===== config.mk =====
export PLATFORM = sky130hd
export DESIGN_NAME = rng_post_unit
export DESIGN_NICKNAME = d
export VERILOG_FILES = /design/src/rtl/rngpp_pkg.sv /design/src/rtl/rngpp_whitener.sv /design/src/rtl/rngpp_ctrl.sv /design/src/rtl/rngpp_datapath.sv /design/src/rtl/rng_post_unit.sv
export SDC_FILE = /design/constraint.sdc
export NUM_CORES = 1
export LEC_CHECK = 0
export ABC_AREA = 1
export BUFFER_PORTS_ARGS = -buffer_cell sky130_fd_sc_hd__buf_2
export CORE_MARGIN = 1
export CORE_UTILIZATION = 50
export DETAILED_ROUTE_END_ITERATION = 12
export PLACE_DENSITY = 0.79
export SETUP_SLACK_MARGIN = 0.2
export SYNTH_ARGS = -nofsm -noshare
export SYNTH_HDL_FRONTEND = slang
export SYNTH_SLANG_ARGS = --single-unit

===== constraint.sdc =====
create_clock -name clk -period 2.5 [get_ports clk]
set_input_delay 0.25 -clock clk [delete_from_list [all_inputs] [get_ports clk]]
set_output_delay 0.25 -clock clk [all_outputs]
set_load 0.03 [all_outputs]

===== src/rtl/rngpp_pkg.sv =====
package rngpp_pkg;

  typedef enum logic [1:0] {
    PP_RAW   = 2'd0,
    PP_SCR   = 2'd1,
    PP_WHITE = 2'd2,
    PP_BOTH  = 2'd3
  } ppSel_t;

  // strobes from control to datapath
  typedef struct packed {
    logic accept;   // raw bit taken this cycle
    logic flush;    // selector changed: drop partial word and half pair
    logic restart;  // packing restarts from zero bits
    logic storeOk;  // a completed word may be latched
  } rngCtl_t;

endpackage


===== src/rtl/rngpp_whitener.sv =====
module rngpp_whitener (
  input  logic clk,
  input  logic rstN,
  input  logic inValid,
  input  logic inBit,
  input  logic flush,
  output logic outValid,
  output logic outBit
);

  logic hasHalf;
  logic halfBit;

  always_ff @(posedge clk or negedge rstN) begin
    if (!rstN) begin
      hasHalf <= 1'b0;
      halfBit <= 1'b0;
    end else if (flush) begin
      hasHalf <= 1'b0;
    end else if (inValid) begin
      if (hasHalf) begin
        hasHalf <= 1'b0;
      end else begin
        hasHalf <= 1'b1;
        halfBit <= inBit;
      end
    end
  end

  // unequal pair: the first bit of the pair is the result
  assign outValid = inValid & hasHalf & (halfBit ^ inBit) & ~flush;
  assign outBit   = halfBit;

endmodule


===== src/rtl/rngpp_ctrl.sv =====
module rngpp_ctrl
  import rngpp_pkg::*;
(
  input  logic       clk,
  input  logic       rstN,
  input  logic [1:0] ctrlSel,
  input  logic       noiseEn,
  input  logic       rawStrobe,
  input  logic       rdEn,
  input  logic       rdAddr,
  input  logic       wordLoaded,
  output rngCtl_t    ctl,
  output logic       validFlag
);

  logic [1:0] selPrev;
  logic       validQ;
  logic       readData;

  assign readData = rdEn & ~rdAddr;

  always_comb begin
    ctl.accept  = rawStrobe & noiseEn;
    ctl.flush   = (ctrlSel != selPrev);
    ctl.restart = (ctrlSel != selPrev) | readData;
    ctl.storeOk = ~validQ | readData;
  end

  always_ff @(posedge clk or negedge rstN) begin
    if (!rstN) begin
      selPrev <= 2'd0;
      validQ  <= 1'b0;
    end else begin
      selPrev <= ctrlSel;
      if (wordLoaded) begin
        validQ <= 1'b1;
      end else if (readData) begin
        validQ <= 1'b0;
      end
    end
  end

  assign validFlag = validQ;

endmodule


===== src/rtl/rngpp_datapath.sv =====
module rngpp_datapath
  import rngpp_pkg::*;
#(
  parameter int              WORD_W   = 32,
  parameter logic [31:0]     SCR_POLY = 32'h8020_0003,
  parameter logic [31:0]     SCR_SEED = 32'h0000_0001,
  parameter int              TST_W    = 16,
  parameter logic [15:0]     TST_SEED = 16'hACE1,
  parameter logic [15:0]     TST_TAPS = 16'hB400
) (
  input  logic              clk,
  input  logic              rstN,
  input  rngCtl_t           ctl,
  input  logic [1:0]        ctrlSel,
  input  logic              testMode,
  input  logic              rawBit,
  output logic [WORD_W-1:0] wordOut,
  output logic              wordLoaded
);

  localparam int CNT_W = $clog2(WORD_W);
  localparam logic [CNT_W-1:0] LAST_IDX = CNT_W'(WORD_W - 1);

  ppSel_t selMode;
  logic   useScr;
  logic   useWhite;

  logic [TST_W-1:0]  tstQ;
  logic [WORD_W-1:0] scrQ;
  logic [WORD_W-1:0] asmQ;
  logic [WORD_W-1:0] wordQ;
  logic [CNT_W-1:0]  cntQ;

  logic srcBit;
  logic scrBit;
  logic stageBit;
  logic whValid;
  logic whBit;
  logic packValid;
  logic packBit;
  logic lastBit;
  logic [WORD_W-1:0] fullWord;

  assign selMode  = ppSel_t'(ctrlSel);
  assign useScr   = (selMode == PP_SCR) || (selMode == PP_BOTH);
  assign useWhite = (selMode == PP_WHITE) || (selMode == PP_BOTH);

  // source and first stage
  assign srcBit   = testMode ? tstQ[0] : rawBit;
  assign scrBit   = scrQ[0] ^ srcBit;
  assign stageBit = useScr ? scrBit : srcBit;

  rngpp_whitener u_white (
    .clk      (clk),
    .rstN     (rstN),
    .inValid  (ctl.accept & useWhite),
    .inBit    (stageBit),
    .flush    (ctl.flush),
    .outValid (whValid),
    .outBit   (whBit)
  );

  assign packValid  = ~ctl.flush & (useWhite ? whValid : ctl.accept);
  assign packBit    = useWhite ? whBit : stageBit;
  assign lastBit    = (cntQ == LAST_IDX);
  assign fullWord   = {packBit, asmQ[WORD_W-1:1]};
  assign wordLoaded = packValid & lastBit & ctl.storeOk;

  // deterministic test source
  always_ff @(posedge clk or negedge rstN) begin
    if (!rstN) begin
      tstQ <= TST_SEED[TST_W-1:0];
    end else if (ctl.accept && testMode) begin
      tstQ <= (tstQ >> 1) ^ ({TST_W{tstQ[0]}} & TST_TAPS[TST_W-1:0]);
    end
  end

  // scrambler state
  always_ff @(posedge clk or negedge rstN) begin
    if (!rstN) begin
      scrQ <= SCR_SEED[WORD_W-1:0];
    end else if (ctl.accept && useScr) begin
      scrQ <= (scrQ >> 1) ^ ({WORD_W{scrBit}} & SCR_POLY[WORD_W-1:0]);
    end
  end

  // packer
  always_ff @(posedge clk or negedge rstN) begin
    if (!rstN) begin
      cntQ <= '0;
      asmQ <= '0;
    end else if (ctl.restart) begin
      cntQ <= '0;
      asmQ <= '0;
    end else if (packValid) begin
      asmQ <= fullWord;
      cntQ <= lastBit ? '0 : cntQ + 1'b1;
    end
  end

  // holding word
  always_ff @(posedge clk or negedge rstN) begin
    if (!rstN) begin
      wordQ <= '0;
    end else if (wordLoaded) begin
      wordQ <= fullWord;
    end
  end

  assign wordOut = wordQ;

endmodule


===== src/rtl/rng_post_unit.sv =====
module rng_post_unit
  import rngpp_pkg::*;
#(
  parameter int          WORD_W   = 32,
  parameter logic [31:0] SCR_POLY = 32'h8020_0003,
  parameter logic [31:0] SCR_SEED = 32'h0000_0001,
  parameter int          TST_W    = 16,
  parameter logic [15:0] TST_SEED = 16'hACE1,
  parameter logic [15:0] TST_TAPS = 16'hB400
) (
  input  logic              clk,
  input  logic              rstN,
  input  logic [1:0]        ctrlSel,
  input  logic              noiseEn,
  input  logic              testMode,
  input  logic              rawBit,
  input  logic              rawStrobe,
  input  logic              rdEn,
  input  logic              rdAddr,
  output logic [WORD_W-1:0] rdData
);

  rngCtl_t           ctl;
  logic              validFlag;
  logic              wordLoaded;
  logic [WORD_W-1:0] wordOut;

  rngpp_ctrl u_ctrl (
    .clk        (clk),
    .rstN       (rstN),
    .ctrlSel    (ctrlSel),
    .noiseEn    (noiseEn),
    .rawStrobe  (rawStrobe),
    .rdEn       (rdEn),
    .rdAddr     (rdAddr),
    .wordLoaded (wordLoaded),
    .ctl        (ctl),
    .validFlag  (validFlag)
  );

  rngpp_datapath #(
    .WORD_W   (WORD_W),
    .SCR_POLY (SCR_POLY),
    .SCR_SEED (SCR_SEED),
    .TST_W    (TST_W),
    .TST_SEED (TST_SEED),
    .TST_TAPS (TST_TAPS)
  ) u_dp (
    .clk        (clk),
    .rstN       (rstN),
    .ctl        (ctl),
    .ctrlSel    (ctrlSel),
    .testMode   (testMode),
    .rawBit     (rawBit),
    .wordOut    (wordOut),
    .wordLoaded (wordLoaded)
  );

  assign rdData = rdAddr ? {{(WORD_W-1){1'b0}}, validFlag} : wordOut;

endmodule


# --- Yosys cells after proc, flatten, opt, wreduce, memory -nomap -nowiden ---
# Index checks and enable logic that the tools add are counted.
op_classes:
  shifts: 0
  n_eq_ne: 5
  n_lt_le_gt_ge: 0
  add_sub_neg: 1
  muxes: 15
  bitwise: 19
  mul: 0
  n_reduce_logical: 8
  div: 0
op_table:
  columns: ["operator", "count"]
  rows:
  - ["$mux 32", 3]
  - ["$xor 31x32->32", 1]
  - ["$xor 15x16->16", 1]
  - ["$mux 5", 3]
  - ["$and 1x1->1", 9]
  - ["$mux 1", 9]
  - ["$reduce_bool 2->1", 3]
  - ["$add 5x1->5 const B", 1]
  - ["$eq 5x5->1 const B", 1]
  - ["$eq 2x2->1 const B", 2]
  - ["$not 1->1", 4]
  - ["$reduce_and 3->1", 1]
  - ["$eq 2x1->1 const B", 1]
  - ["$logic_and 1x1->1", 2]
  - ["$logic_or 1x1->1", 2]
  - ["$ne 2x2->1", 1]
  - ["$or 1x1->1", 2]
  - ["$xor 1x1->1", 2]
totals:
  latch_bits: 0
  out_inout_bits: 32
  regBits: 122
  n_memories: 0
  mem_bits_rw: 0
  romBits: 0
  inputBits: 10
  elab_cells: 57

# --- Longest topological paths before layout ---
# Gate-level depths: netlist (run 1).
depth:
  depth_word: 11
  ltp_mapped: 13
  ltp_nobuf: 12

# --- Modules after synthesis ---
# A second synthesis (run 1) with hierarchy kept.
hier_totals:
  hier_cells: 567
  hier_area_um2: 5271.3
modules_own_cells:
  columns: ["module", "n_inst", "seq_area_each_um2", "cells_per_inst", "area_each_um2"]
  rows:
  - ["rngpp_datapath", 1, 2914.0, 461, 4719.5]
  - ["rng_post_unit", 1, 0.0, 70, 297.8]
  - ["rngpp_ctrl", 1, 75.1, 18, 137.6]
  - ["rngpp_whitener", 1, 50.0, 18, 116.4]

# --- Worst setup path before layout (run 1) ---
# OpenSTA, ideal clock, no wires.
synth_path:
  kind: "flip-flop to flip-flop"
  from: "reg u_dp.cntQ[0]"
  to: "reg u_dp.wordQ[25], in the netlist u_dp.wordOut[25]"
  period_less_slack_ns: 1.633
  slack_ns: 0.867
  path_buffers: 1
  path_stages_with_launch: 10
  setup_time_ns: 0.117
  arrival_ns: 1.516
  cell_sequence: "dfrtp_1 -> ha_1 -> nand2_1 -> nor2_1 -> ha_1 -> a21boi_2 -> nand3_4 -> buf_2 -> nand2_1 -> nand2_1"
synth_via:
  elab_chain_len: 3
synth_lines:
  columns: ["element", "line_no", "text"]
  rows:
  - ["start: declaration", "rngpp_datapath.sv:32", "logic [CNT_W-1:0] cntQ;"]
  - ["start signal: assignment", "rngpp_datapath.sv:97", "cntQ <= lastBit ? '0 : cntQ + 1'b1;"]
  - ["$eq 5x5->1", "rngpp_datapath.sv:65", "assign lastBit = (cntQ == LAST_IDX);"]
  - ["$and 1x1->1 (2 in series)", "rngpp_datapath.sv:67", "assign wordLoaded = packValid & lastBit & ctl.storeOk;"]
  - ["end signal: assignment", "rngpp_datapath.sv:106", "wordQ <= fullWord;"]
  - ["end: declaration", "rngpp_datapath.sv:31", "logic [WORD_W-1:0] wordQ;"]
# No other way between the ends.
# A chain may end at the register's enable or synchronous reset.

# --- Final worst setup path (run 1) ---
layout_path:
  from: "reg u_dp.cntQ[0]"
  to: "reg u_dp.wordQ[2], in the netlist u_dp.wordOut[2]"
# Same word-level chain as after synthesis.

==> impl_metrics.json, run 1 <==
{
  "setup_tns_ns": 0,
  "grt_max_degree": 53,
  "synth_nets": 706,
  "ant_nets": 0,
  "stdcell_count": 880,
  "final_area_sq_um": 6490,
  "clock_sinks": 121,
  "cts_tree": "done",
  "fin_crit_sh_pct": 83.4,
  "dpl.cell_count": 845,
  "ys_ff_latch": 121,
  "synth.area.top_cells": "dfrtp_1 (50%), nand2_1 (20%), inv_1 (4.8%)",
  "rsz0062_at_grt": "no",
  "critPathCaptureType": "flop",
  "holdWs_ns": 0.107,
  "critical_path_class": "reg -> reg",
  "slew_headroom_pct": 44.4,
  "hold_end": "u_ctrl.validFlag",
  "multiInputGateArea_sq_um": 2060,
  "powerDensity_nw_per_um2": 804,
  "final.min_clock_period_ns": 2.09,
  "r2r_start": "u_dp.cntQ[0]",
  "n_fill_cell": 930,
  "final_hold_viol_count": 0,
  "antenna_found_initial": 0,
  "arrival_ns": 2.48,
  "synthCells": 694,
  "cts_made_buffers": 17,
  "postCtsSetupRepairBufs": 0,
  "place_hpwl_um": 6700,
  "setup_violations": 0,
  "yosysUniqueCellTypes": 29,
  "hp-class": "in -> reg",
  "yosysTopAreaCellShare_pct": 49.8,
  "dpl-instance-area_sq_um": 5880,
  "cp-start-kind": "flop",
  "required_ns": 2.90,
  "max_clock_freq_ghz": 0.480,
  "rows": 38,
  "seq_area_sq_um": 3040,
  "r2r-end": "u_dp.wordOut[2]",
  "r2r_cells": 8,
  "cts_max_level": 4,
  "routed_wirelength_um": 11000,
  "n_antenna_cell": 0,
  "core_sq_um": 10900,
  "tightest_slew_ns": 0.834,
  "port-buffer-count": 41,
  "min_path_cells": 4,
  "initialDrtViolationCount": 182,
  "fp.dieW_um": 108,
  "grtUsageMet1_pct": 25.2,
  "first_global_vias": 4254,
  "gp_congestion": 0.760,
  "yosysTopAreaCell": "dfrtp_1",
  "cap_violations": 0,
  "io-pin-count": 42,
  "fin_total_pwr_mw": 5.22,
  "use_met3_pct": 4.28,
  "initial_core_util_pct": 51.7,
  "cts_resized": 0,
  "worstHoldStart": "rdEn",
  "leakage_nw": 3.70,
  "met2_usage_pct": 36.3,
  "grt-busiest-layer": "met2",
  "track_usage_pct": 20.7,
  "routed-via-count": 4414,
  "dieHeight_um": 108,
  "dr.pass1.iters": 5,
  "skew_ns": 0.0175,
  "drc": 0,
  "ys_seq_area_share_pct": 54.0,
  "syn_area_sq_um": 5630,
  "status": "completed",
  "area_delta_synth_final_pct": 15.3,
  "clkTransAtPathRegs_ns": 0.06,
  "num-nets-final": 739,
  "clock_latency_ns": 0.52,
  "root_buffer": "clkbuf_8",
  "rrSetupSlack_ns": 0.41,
  "vdd_drop_max_uv": 522,
  "syn_area_per_cell_sq_um": 8.12,
  "routed_via_density": 5.02,
  "synth_warnings": 0,
  "routed_wire_length_per_instance_um": 12.5,
  "slew_viol_final": 0,
  "overflow": 0,
  "cp_max_fo": 33,
  "grt_pass1_wl_um": 19000,
  "die_area_sq_um": 11700,
  "clockBufferDepth": 2,
  "drive_above_1_share_pct": 14.5
}
stage by stage:
step	setup slack (ns)	util (%)
finish	0.415	59.6
global route	0.279	59.6
CTS	0.389	59.6
detailed placement	0.466	54.0
global placement	0.590	54.0
floorplan	0.867	-
critical path: stages (launching register included):
cell and delay (ns):
dfrtp_1 0.41, ha_1 0.21, nand2_1 0.08, nor2_1 0.12, ha_1 0.24, a21boi_2 0.30
nand3_4 0.35, nand2_1 0.19, nand2_1 0.07
layout by cell type, fill, tap and decap left out, types with 2 or more instances in the layout:
| master | netlist | final |
|---|---|---|
| a21oi_1 | 2 | 2 |
| nand2_2 | 4 | 4 |
| buf_4 | 4 | 8 |
| nand2_4 | 2 | 2 |
| inv_1 | 72 | 72 |
| nand3_1 | 42 | 42 |
| nand2_1 | 297 | 297 |
| nand3_2 | 4 | 4 |
| clkbuf_8 | 0 | 6 |
| buf_2 | 15 | 40 |
| clkbuf_16 | 0 | 16 |
| xnor2_1 | 5 | 5 |
| ha_1 | 2 | 2 |
| clkinvlp_4 | 0 | 3 |
| dfrtp_1 | 112 | 112 |
| dlygate4sd3_1 | 0 | 3 |
| bufinv_16 | 0 | 2 |
| nand4_1 | 38 | 38 |
| clkinv_2 | 0 | 2 |
| xor2_1 | 3 | 3 |
| dfstp_2 | 9 | 9 |
| buf_12 | 0 | 3 |
| clkbuf_1 | 12 | 3 |
| o21ai_0 | 14 | 14 |
| nor2_1 | 38 | 37 |
| inv_2 | 2 | 2 |
area by class of cell:
| type | instances | area share (%) |
|---|---|---|
| clock buffers | 25 | 7.61 |
| inverters | 75 | 4.34 |
| multi-input cells | 458 | 31.7 |
| clock inverters | 7 | 1.43 |
| flip-flops and latches | 121 | 46.8 |
| repair buffers | 54 | 5.40 |
| well taps | 140 | 2.70 |
cell families (layout without fill, tap and decap cells):
| group | after synthesis | in the layout | share of synthesized area, % |
|---|---|---|---|
| adder cells (fa/ha/maj) | 2 | 2 | 0.444 |
| XOR/XNOR | 8 | 8 | 1.24 |
| buffers and inverters | 115 | 161 | 9.53 |
| AO/OA/AOI/OAI | 19 | 19 | 2.02 |
| flip-flops | 121 | 121 | 54.0 |
| AND/OR/NAND/NOR | 429 | 429 | 32.8 |
cells in the mapped netlist, drive strengths merged:
library cell and count:
nor3 1, nand2 303, clkinv 1, dfstp 9, nor2 39, o21ai 14
xor2 3, clkbuf 12, nand4 38, xnor2 5, nor3b 1, a21boi 1
dfrtp 112, a21oi 3, ha 2, nand3 47, inv 74, buf 28
a31oi 1
per-layer routing:
layer | vias to the layer above | share of wire, %
met5 | - | 0
li1 | 2215 | -
met1 | 2100 | 43
met3 | 14 | 3.0
met2 | 85 | 52
met4 | 0 | 1.2
worst max path at each step:
stage          depth (start not counted)  slack, ns               end          from
4_1_cts                                8       0.39   u_dp.wordOut[2]  u_dp.cntQ[0]
3_5_place_dp                           8       0.47   u_dp.wordOut[2]  u_dp.cntQ[0]
2_1_floorplan                          9       0.87  u_dp.wordOut[25]  u_dp.cntQ[0]
3_3_place_gp                           9       0.59  u_dp.wordOut[17]  u_dp.tstQ[0]
5_1_grt                                9       0.28  u_dp.wordOut[18]  u_dp.tstQ[0]
6_report                               8       0.41   u_dp.wordOut[2]  u_dp.cntQ[0]
registers in the layout, indices dropped and copies added, names as in the netlist:
signal	flops
u_ctrl.selPrev	2
u_dp.u_white.outBit	1
u_dp.scrQ	32
u_dp.wordOut	32
u_ctrl.validFlag	1
u_dp.tstQ	16
u_dp.cntQ	5
u_dp.u_white.hasHalf	1
u_dp.asmQ	31
power by group:
| part | switching (mW) | total [mW] | internal (mW) |
|---|---|---|---|
| Sequential | 0.128 | 2.32 | 2.19 |
| Clock | 0.833 | 2.38 | 1.55 |
| Combinational | 0.343 | 0.516 | 0.173 |
timing repair:
| action | 4_1_cts | 5_1_grt |
|---|---|---|
| setup endpoints to repair | 0 | 0 |
| endpoints found under the hold margin | 38 | 0 |
| hold buffers | 3 | 0 |
No activity file was read; power rests on OpenSTA's default activity.
==> inputs of run 2 (changes only) <==
--- a/config.mk
+++ b/config.mk
@@ -5,7 +5,7 @@
 export SDC_FILE = /design/constraint.sdc
 export NUM_CORES = 1
 export LEC_CHECK = 0
-export ABC_AREA = 1
+export ABC_AREA = 0
 export BUFFER_PORTS_ARGS = -buffer_cell sky130_fd_sc_hd__buf_2
 export CORE_MARGIN = 1
 export CORE_UTILIZATION = 50
==> constraint.sdc (replaced) <==
create_clock -name clk -period 2.13 [get_ports clk]
set_input_delay 0.213 -clock clk [delete_from_list [all_inputs] [get_ports clk]]
set_output_delay 0.213 -clock clk [all_outputs]
set_load 0.03 [all_outputs]
==> run 2 against run 1 <==
Synthesized cell count decreased by 38%. Core utilization increased by 4.3 points. Maximum frequency decreased by 0.24%. Via count decreased by 22%. Wire length decreased by 3.4%. Register-to-register slack got worse by 0.37 ns. First-iteration DRC count increased by 13%. Critical path depth decreased by 1. Power increased by 21%. Global-route usage decreased by 1.5 points. Clock power increased by 32%. Clock skew decreased by 0.0093 ns.
==> impl_metrics.json, run 2 <==
{
  "n_fill_cell": 724,
  "area_delta_synth_final_pct": 24.8,
  "num-nets-final": 497,
  "port-buffer-count": 41,
  "cts_made_buffers": 17,
  "initial_core_util_pct": 51.2,
  "first_global_vias": 3322,
  "synth_enable_flop_cells": 0,
  "core_sq_um": 10200,
  "yosysUniqueCellTypes": 42,
  "cellInternalPower_mw": 4.87,
  "cp_slowest_stage_delay_ns": 0.56,
  "path_common_cell": "buf_12",
  "yosysTopAreaCell": "dfrtp_1",
  "powerDensity_nw_per_um2": 967,
  "syn_area_sq_um": 5240,
  "rows": 37,
  "synthCells": 427,
  "cts_max_level": 4,
  "slew_viol_final": 0,
  "routed-via-count": 3463,
  "dpl-instance-area_sq_um": 5650,
  "clock_sinks": 121,
  "place_hpwl_um": 5700,
  "utilization_pct": 63.9,
  "ys_seq_area_share_pct": 58.0,
  "overflow": 0,
  "cts_tree": "done",
  "clkPwrFrac_pct": 49.4,
  "critPathCaptureType": "flop",
  "final_hold_viol_count": 0,
  "hp-class": "in -> reg",
  "clock_latency_ns": 0.52,
  "die_area_sq_um": 10900,
  "routed_via_density": 5.46,
  "drc": 0,
  "dr.pass1.iters": 5,
  "setup_violations": 0,
  "slowest_stage": "dfstp_2",
  "setup_tns_ns": 0,
  "initialDrtViolationCount": 205,
  "cp-start-kind": "flop",
  "mostFrequentLayoutCells": "dfrtp_1 (112), nand2_1 (47), mux2_2 (44), buf_2 (40), o21ai_0 (37)",
  "fp.dieW_um": 104,
  "cap_violations": 0,
  "slew_headroom_pct": 55.2,
  "arrival_ns": 2.49,
  "grt_max_degree": 61,
  "clockBufferDepth": 2,
  "syn_area_per_cell_sq_um": 12.3,
  "required_ns": 2.53,
  "drive_above_1_share_pct": 38.6,
  "io-pin-count": 42,
  "critical_path_class": "reg -> reg",
  "gp_congestion": 0.731,
  "dieHeight_um": 104,
  "p_sw_mw": 1.46,
  "tightest_slew_ns": 0.670,
  "dpl.cell_count": 590,
  "cp_max_fo": 13,
  "leakage_nw": 3.04,
  "stdcell_count": 634,
  "max_clock_freq_ghz": 0.478,
  "crit_chain": "and2_4 > xnor3_1 > a31oi_4 > nor2_4 > buf_12 > buf_12 > mux2_4",
  "n_antenna_cell": 0,
  "final_area_sq_um": 6540,
  "fin_crit_sh_pct": 98.1,
  "skew_ns": 0.00821,
  "pwr-share-seq_pct": 41.8,
  "ys_ff_latch": 121,
  "synthFlopType": "dfrtp_1",
  "multiInputGateArea_sq_um": 2130,
  "rsz0062_at_grt": "yes",
  "combPwrFrac_pct": 8.7,
  "track_usage_pct": 19.2,
  "yosysTopAreaCellShare_pct": 53.5,
  "final.min_clock_period_ns": 2.09,
  "synth_nets": 439,
  "async_flop_share_pct": 100,
  "layout_setup_ws_ns": 0.0396,
  "synth.area.top_cells": "dfrtp_1 (53%), mux2_2 (9.5%), mux2_4 (6.6%)",
  "root_buffer": "clkbuf_8",
  "final_common_cell": "dfrtp_1",
  "swShare_pct": 23.0,
  "netlist_top_cells_count": "dfrtp_1 (112), nand2_1 (48), mux2_2 (44)",
  "clkTransAtPathRegs_ns": 0.06,
  "synth_warnings": 0,
  "antenna_found_initial": 0,
  "routed_wire_length_per_instance_um": 16.7,
  "vdd_drop_max_uv": 697,
  "status": "completed",
  "seq_area_sq_um": 3040,
  "synth.most_common_cell": "dfrtp_1",
  "grt_pass1_wl_um": 16100,
  "routed_wirelength_um": 10600,
  "dp_slack_ns": 0.0695,
  "ant_nets": 0
}
-- run 2: final timing paths --
check	startpoint	end	slack, ns	cells past startpoint
min reg2reg	u_dp.tstQ[10]	u_dp.tstQ[10]	0.48	2
max reg2reg	u_dp.scrQ[0]	u_dp.wordOut[26]	0.04	7
min in group asynchronous	rstN	u_dp.wordOut[27]	0.20	2
max in group asynchronous	rstN	u_dp.tstQ[7]	1.20	3
min	rdEn	u_dp.cntQ[0]	0.19	4
max	u_dp.scrQ[0]	u_dp.wordOut[26]	0.04	7
-- run 2: stage by stage --
stage / hold WS, ns / power [mW]
6_report: 0.193 / 6.33
5_1_grt: 0.195 / 6.56
4_1_cts: 0.0879 / 6.32
3_5_place_dp: 0.215 / 3.18
3_3_place_gp: 0.207 / 3.14
2_1_floorplan: -0.0826 / 3.01
-- run 2: layout make-up --
class | count | area share, %
clock inverter | 14 | 3.37
multi-input combinational | 276 | 32.6
sequential | 121 | 46.5
clock buffer | 18 | 6.54
inverter | 2 | 0.115
timing repair buffer | 67 | 8.28
tap | 136 | 2.60
-- run 2: metal layers --
metal / wire, um / part of all wire [%] / vias to the layer above / global-route usage, %
met5: 0 / 0 / - / 0
met4: 418 / 4.0 / 0 / 9.18
met3: 493 / 4.7 / 38 / 5.39
met2: 5380 / 51 / 109 / 31.3
met1: 4290 / 41 / 1735 / 23.7
li1: - / - / 1581 / -
-- run 2: cells by family after synthesis --
kind of cell	after synthesis	share of synthesized area, %
buffers and inverters	30	2.63
adders and majority gates	2	0.477
AOI/OAI and AO/OA	54	6.02
xor gates and xnor gates	13	2.43
muxes	75	18.0
and+or+nand+nor	132	12.5
DFF	121	58.0
-- run 2: power groups by stage --
| stage | logic (mW) | registers [mW] | clock network (mW) |
|---|---|---|---|
| 2_1_floorplan | 0.367 | 2.65 | 0 |
| 3_3_place_gp | 0.472 | 2.67 | 0 |
| 3_5_place_dp | 0.491 | 2.69 | 0 |
| 4_1_cts | 0.501 | 2.65 | 3.17 |
| 5_1_grt | 0.616 | 2.67 | 3.27 |
| 6_report | 0.553 | 2.64 | 3.13 |
-- run 2: what timing repair did --
item / in CTS / in global routing
pin swaps: 2 / 3
buffers inserted: 0 / 5
gates cloned: 0 / 4
setup endpoints to repair: 61 / 55
resized for setup: 6 / 14
endpoints found under the hold margin: 38 / 0
hold buffers: 3 / 0
-- run 2: critical path, delay by kind of cell, from the launching register on --
family          cells  cell delay, ns
xor+xnor            1            0.37
compound gates      1            0.22
flops               1            0.56
mux                 1            0.29
simple gates        2            0.22
buf+inv             2            0.29
